<file path="src/rtl/cr_pred_pkg.sv">
// Package: shared defaults for the condition-field predicate selector.
// Assumes: condition fields are packed contiguously, lowest field in the lowest bits.
package cr_pred_pkg;
    localparam int unsigned CR_FIELDS_DFLT  = 8;
    localparam int unsigned CR_FIELD_W_DFLT = 4;

    // Polarity applied to the picked bits before the unpredicated override.
    typedef enum logic {
        POL_TRUE  = 1'b0,
        POL_FALSE = 1'b1
    } pred_pol_e;
endpackage

</file>
<file path="src/rtl/cr_field_pick.sv">
// Module: cr_field_pick
// Takes one bit position from every condition field of a packed word,
// giving one bit per field. Purely combinational.
// Assumes: FIELD_W is a power of two, so every value of sel names a real bit.
module cr_field_pick #(
    parameter int unsigned NF    = 8,
    parameter int unsigned FW    = 4,
    localparam int unsigned SELW = (FW > 1) ? $clog2(FW) : 1,
    localparam int unsigned WW   = NF * FW
) (
    input  logic [WW-1:0]   word_i,
    input  logic [SELW-1:0] sel_i,
    output logic [NF-1:0]   bits_o
);
    // One multiplexer per field, all driven by the shared select.
    for (genvar g = 0; g < NF; g++) begin : g_field
        logic [FW-1:0] fld;
        assign fld = word_i[g*FW +: FW];
        // Pick the selected position within this field.
        always_comb bits_o[g] = fld[sel_i];
    end
endmodule

</file>
<file path="src/rtl/pred_polarity.sv">
// Module: pred_polarity
// Applies the requested polarity to the picked bits, then replaces the
// result with all ones when the operation is unpredicated.
// Assumes: the override always wins over the polarity.
module pred_polarity
    import cr_pred_pkg::*;
#(
    parameter int unsigned NF = 8
) (
    input  logic [NF-1:0] bits_i,
    input  pred_pol_e     pol_i,
    input  logic          predicated_i,
    output logic [NF-1:0] mask_o
);
    logic [NF-1:0] polar;

    // Complement every picked bit for condition-false predication.
    always_comb polar = (pol_i == POL_FALSE) ? ~bits_i : bits_i;

    // Force every lane active when no predicate applies.
    always_comb mask_o = predicated_i ? polar : {NF{1'b1}};
endmodule

</file>
<file path="src/rtl/pred_out_reg.sv">
// Module: pred_out_reg
// Output stage: captures the mask on an enabled cycle and raises a
// one-cycle valid strobe behind the enable.
// Assumes: synchronous active-low reset; the mask holds between captures.
module pred_out_reg #(
    parameter int unsigned NF = 8
) (
    input  logic          clk,
    input  logic          rst_n,
    input  logic          load_i,
    input  logic [NF-1:0] mask_i,
    output logic [NF-1:0] mask_o,
    output logic          valid_o
);
    // Mask register: clears on reset, loads only when enabled.
    always_ff @(posedge clk) begin
        if (!rst_n)      mask_o <= '0;
        else if (load_i) mask_o <= mask_i;
    end

    // Valid strobe: follows the load enable by one cycle.
    always_ff @(posedge clk) begin
        if (!rst_n) valid_o <= 1'b0;
        else        valid_o <= load_i;
    end
endmodule

</file>
<file path="src/rtl/cr_pred_select.sv">
// Module: cr_pred_select (top)
// Reduces the wide read of all condition fields to a registered mask with
// one bit per field, ready for the predicate broadcast.
// Assumes: the caller holds cr_word, bit_sel, invert and predicated stable
// for the cycle in which rd_en is high.
module cr_pred_select
    import cr_pred_pkg::*;
#(
    parameter int unsigned NF    = CR_FIELDS_DFLT,
    parameter int unsigned FW    = CR_FIELD_W_DFLT,
    localparam int unsigned SELW = (FW > 1) ? $clog2(FW) : 1,
    localparam int unsigned WW   = NF * FW
) (
    input  logic            clk,
    input  logic            rst_n,
    input  logic            rd_en,
    input  logic [WW-1:0]   cr_word,
    input  logic [SELW-1:0] bit_sel,
    input  logic            invert,
    input  logic            predicated,
    output logic [NF-1:0]   pred_mask,
    output logic            pred_valid
);
    logic [NF-1:0] picked;
    logic [NF-1:0] shaped;
    pred_pol_e     pol;

    // Map the invert flag onto the polarity type.
    always_comb pol = invert ? POL_FALSE : POL_TRUE;

    cr_field_pick #(.NF(NF), .FW(FW)) i_pick (
        .word_i (cr_word),
        .sel_i  (bit_sel),
        .bits_o (picked)
    );

    pred_polarity #(.NF(NF)) i_pol (
        .bits_i       (picked),
        .pol_i        (pol),
        .predicated_i (predicated),
        .mask_o       (shaped)
    );

    pred_out_reg #(.NF(NF)) i_oreg (
        .clk     (clk),
        .rst_n   (rst_n),
        .load_i  (rd_en),
        .mask_i  (shaped),
        .mask_o  (pred_mask),
        .valid_o (pred_valid)
    );
endmodule

</file>
<file path="config.mk">
export PLATFORM = sky130hd
export DESIGN_NAME = cr_pred_select
export DESIGN_NICKNAME = d
export VERILOG_FILES = /design/src/rtl/cr_pred_pkg.sv /design/src/rtl/cr_field_pick.sv /design/src/rtl/pred_polarity.sv /design/src/rtl/pred_out_reg.sv /design/src/rtl/cr_pred_select.sv
export SDC_FILE = /design/constraint.sdc
export NUM_CORES = 1
export LEC_CHECK = 0
export ABC_AREA = 1
export BUFFER_PORTS_ARGS = -buffer_cell sky130_fd_sc_hd__buf_2
export CORE_MARGIN = 2
export CORE_UTILIZATION = 46
export DETAILED_ROUTE_END_ITERATION = 6
export PLACE_DENSITY_LB_ADDON = 0.08
export SETUP_SLACK_MARGIN = 0.3
export SLEW_MARGIN = 5
export SYNTH_ARGS = -nofsm -noshare
export SYNTH_HDL_FRONTEND = slang
export SYNTH_SLANG_ARGS = --single-unit
</file>
<file path="constraint.sdc">
create_clock -name clk -period 1.29 [get_ports clk]
set_input_delay 0.129 -clock clk [delete_from_list [all_inputs] [get_ports clk]]
set_output_delay 0.129 -clock clk [all_outputs]
set_load 0.05 [all_outputs]
</file>
==> results.json <==
{
  "synth_nets": 174,
  "critPathCaptureType": "output pin",
  "synthCells": 135,
  "synthXorXnorAreaFrac": 0,
  "setup-tns-final_ns": 0,
  "grt.total_usage": 0.1982,
  "p_int_mw": 0.5510,
  "final_cell_mix": "48 x nand2_1, 39 x buf_2, 22 x nand3_1, 16 x nor2_1, 12 x inv_1",
  "p_per_area_mw_per_mm2": 813.0,
  "cp_max_fo": 2,
  "ios": 48,
  "use_met3": 0.04706,
  "p_sw_frac": 0.3731,
  "comb_power_share": 0.403,
  "syn_area_per_cell_um2": 6.071,
  "synthSimpleGateAreaFrac": 0.6382,
  "cp.arrival_ns": 0.83,
  "regArea_um2": 180.2,
  "place_ws_ns": 0.1308,
  "die_area_mm2": 0.002135,
  "die_w_um": 46.21,
  "final_common_cell": "nand2_1",
  "multi_input_area_um2": 523.0,
  "period_share": 0.7396,
  "post-cts-setup-buffers": 0,
  "leakagePower_nw": 0.6485,
  "power_frac_seq": 0.353,
  "synth_top_family_by_area": "simple AND/OR/NAND/NOR gates",
  "cts.sinks": 9,
  "critical_path_class": "reg2out",
  "grt_pass1_vias": 807,
  "setup_violations": 0,
  "firstDrtPassIters": 4,
  "cts_tree": "yes",
  "drv_cap": 0,
  "p_clk_frac": 0.244,
  "relSlewSlack": 0.7869,
  "grt_busiest_layer": "met2",
  "htree_levels": 1,
  "vias": 959,
  "ant_nets": 0,
  "num_rows": 15,
  "startpoint_type": "flip-flop",
  "hold_viol_final": 0,
  "nNetsFinal": 221,
  "clk_latency_ns": 0.26,
  "antenna_found_initial": 0,
  "hold_class": "in2reg",
  "drive_gt1_frac": 0.4033,
  "yosysWarnings": 0,
  "core_mm2": 0.001708,
  "yosysUniqueCellTypes": 14,
  "clock-skew-final_ns": 0,
  "cts-buffers-inserted": 3,
  "grt_pass1_wl_um": 3118,
  "die_y_um": 46.21,
  "dp_hpwl_um": 1514,
  "viasPerCell": 4.655,
  "cts_hold_buf": 0,
  "start_util": 0.4799,
  "seq_area_frac_synth": 0.2198,
  "setup_ws_ns": 0.3359,
  "drcViolationCount": 0,
  "use_met1": 0.2394,
  "gp_congestion": 0.7480,
  "syn_area_um2": 819.5,
  "rsz0062_at_grt": "true",
  "ir_drop_v": 0.0006356,
  "clk_path_buf_depth": 2,
  "grt_overflow": 0,
  "max_stage_delay_ns": 0.33,
  "min_period_ns": 0.9541,
  "layoutNonFillerInstCount": 206,
  "wl_per_cell_um": 8.961,
  "worstMarginPinSlew_ns": 0.3197,
  "portBuffers": 47,
  "critical_path.top_delay_family": "flip-flops",
  "area.growth.synth_to_final_pct": 31.91,
  "finalMaxSlewViolations": 0,
  "synth_fa_ha_area_frac": 0,
  "cp_slowest_cell": "dfxtp_1",
  "antenna_cells": 0,
  "synth_mux_area_frac": 0,
  "finalWirelength_um": 1846,
  "grtUsageMet2": 0.3556,
  "clk_pin_slew_ns": 0.06,
  "worst-path-buf-inv": 1,
  "yosys_register_bits": 9,
  "p_sw_mw": 0.3279,
  "grt_max_degree": 18,
  "num-fill-cells": 175,
  "synth_compound_area_frac": 0,
  "first_iter_violations": 15,
  "fmax_ghz": 1.048,
  "dp.cells": 202,
  "root_buffer": "clkbuf_4",
  "crit_path_cell_trace": "clkbuf_4",
  "outcome": "completed",
  "required_ns": 1.16
}
per-stage QoR:
stage / cell area, um^2 / hold WS [ns] / total power, mW / util
finish: 1081 / 0.07497 / 0.8789 / 0.6330
global placement: 1035 / 0.3234 / 0.6553 / 0.6059
floorplan: 819.5 / 0.2266 / 0.5716 / -
global route: 1081 / 0.09383 / 0.9467 / 0.6330
detailed placement: 1035 / 0.3329 / 0.6616 / 0.6059
CTS: 1061 / 0.06101 / 0.8790 / 0.6212
kinds of logic (layout without fill, tap and decap cells):
kind of cell / after synthesis / in the layout
buffers and inverters: 20 / 66
and+or+nand+nor: 106 / 106
DFF: 9 / 9
power by group through the flow:
stage	Clock (mW)	Sequential (mW)	Combinational, mW
after floorplan	0	0.394	0.177
after global placement	0	0.316	0.340
after detailed placement	0	0.316	0.346
after CTS	0.223	0.309	0.347
after global routing	0.237	0.313	0.397
final	0.215	0.310	0.354
layer usage:
metal / vias to the layer above / wire length (um)
met5: - / 0
met4: 0 / 8
met3: 2 / 97
met2: 28 / 927
met1: 418 / 812
li1: 511 / -
cell type report:
| cell class | count | share of cell area |
|---|---|---|
| clock buffers | 4 | 0.02431 |
| repair buffers | 48 | 0.2431 |
| well taps | 25 | 0.02894 |
| multi-input cells | 106 | 0.4838 |
| flip-flops and latches | 9 | 0.1667 |
| inverters | 14 | 0.05324 |
Yosys cell counts:
cell type / instances / area share
nand2_1: 48 / 0.22
nand3_1: 22 / 0.13
nor2_1: 16 / 0.073
inv_1: 12 / 0.055
nand3_2: 10 / 0.12
dfxtp_1: 9 / 0.22
nand2_2: 8 / 0.061
buf_4: 3 / 0.027
nand2_4: 2 / 0.027
buf_12: 1 / 0.024
buf_2: 1 / 0.0061
buf_6: 1 / 0.014
inv_2: 1 / 0.0046
inv_6: 1 / 0.011
what timing repair did:
item                                    4_1_cts  5_1_grt
endpoints found under the setup margin        0        8
endpoints found under the hold margin         0        0
gates resized for setup                       0        8
flip-flops by register name, indices dropped and copies added, names as in the netlist:
name	cells
i_oreg.valid_o	1
i_oreg.mask_o	8
worst paths after layout:
kind | start | to | slack [ns] | cells past startpoint
max reg2reg | i_oreg.mask_o[6] | i_oreg.mask_o[6] | 0.64 | 4
max | i_oreg.mask_o[6] | pred_mask[6] | 0.34 | 1
min reg2reg | i_oreg.mask_o[3] | i_oreg.mask_o[3] | 0.55 | 4
min | rst_n | i_oreg.valid_o | 0.07 | 3
Note: power is estimated with default switching activity, not from simulation.
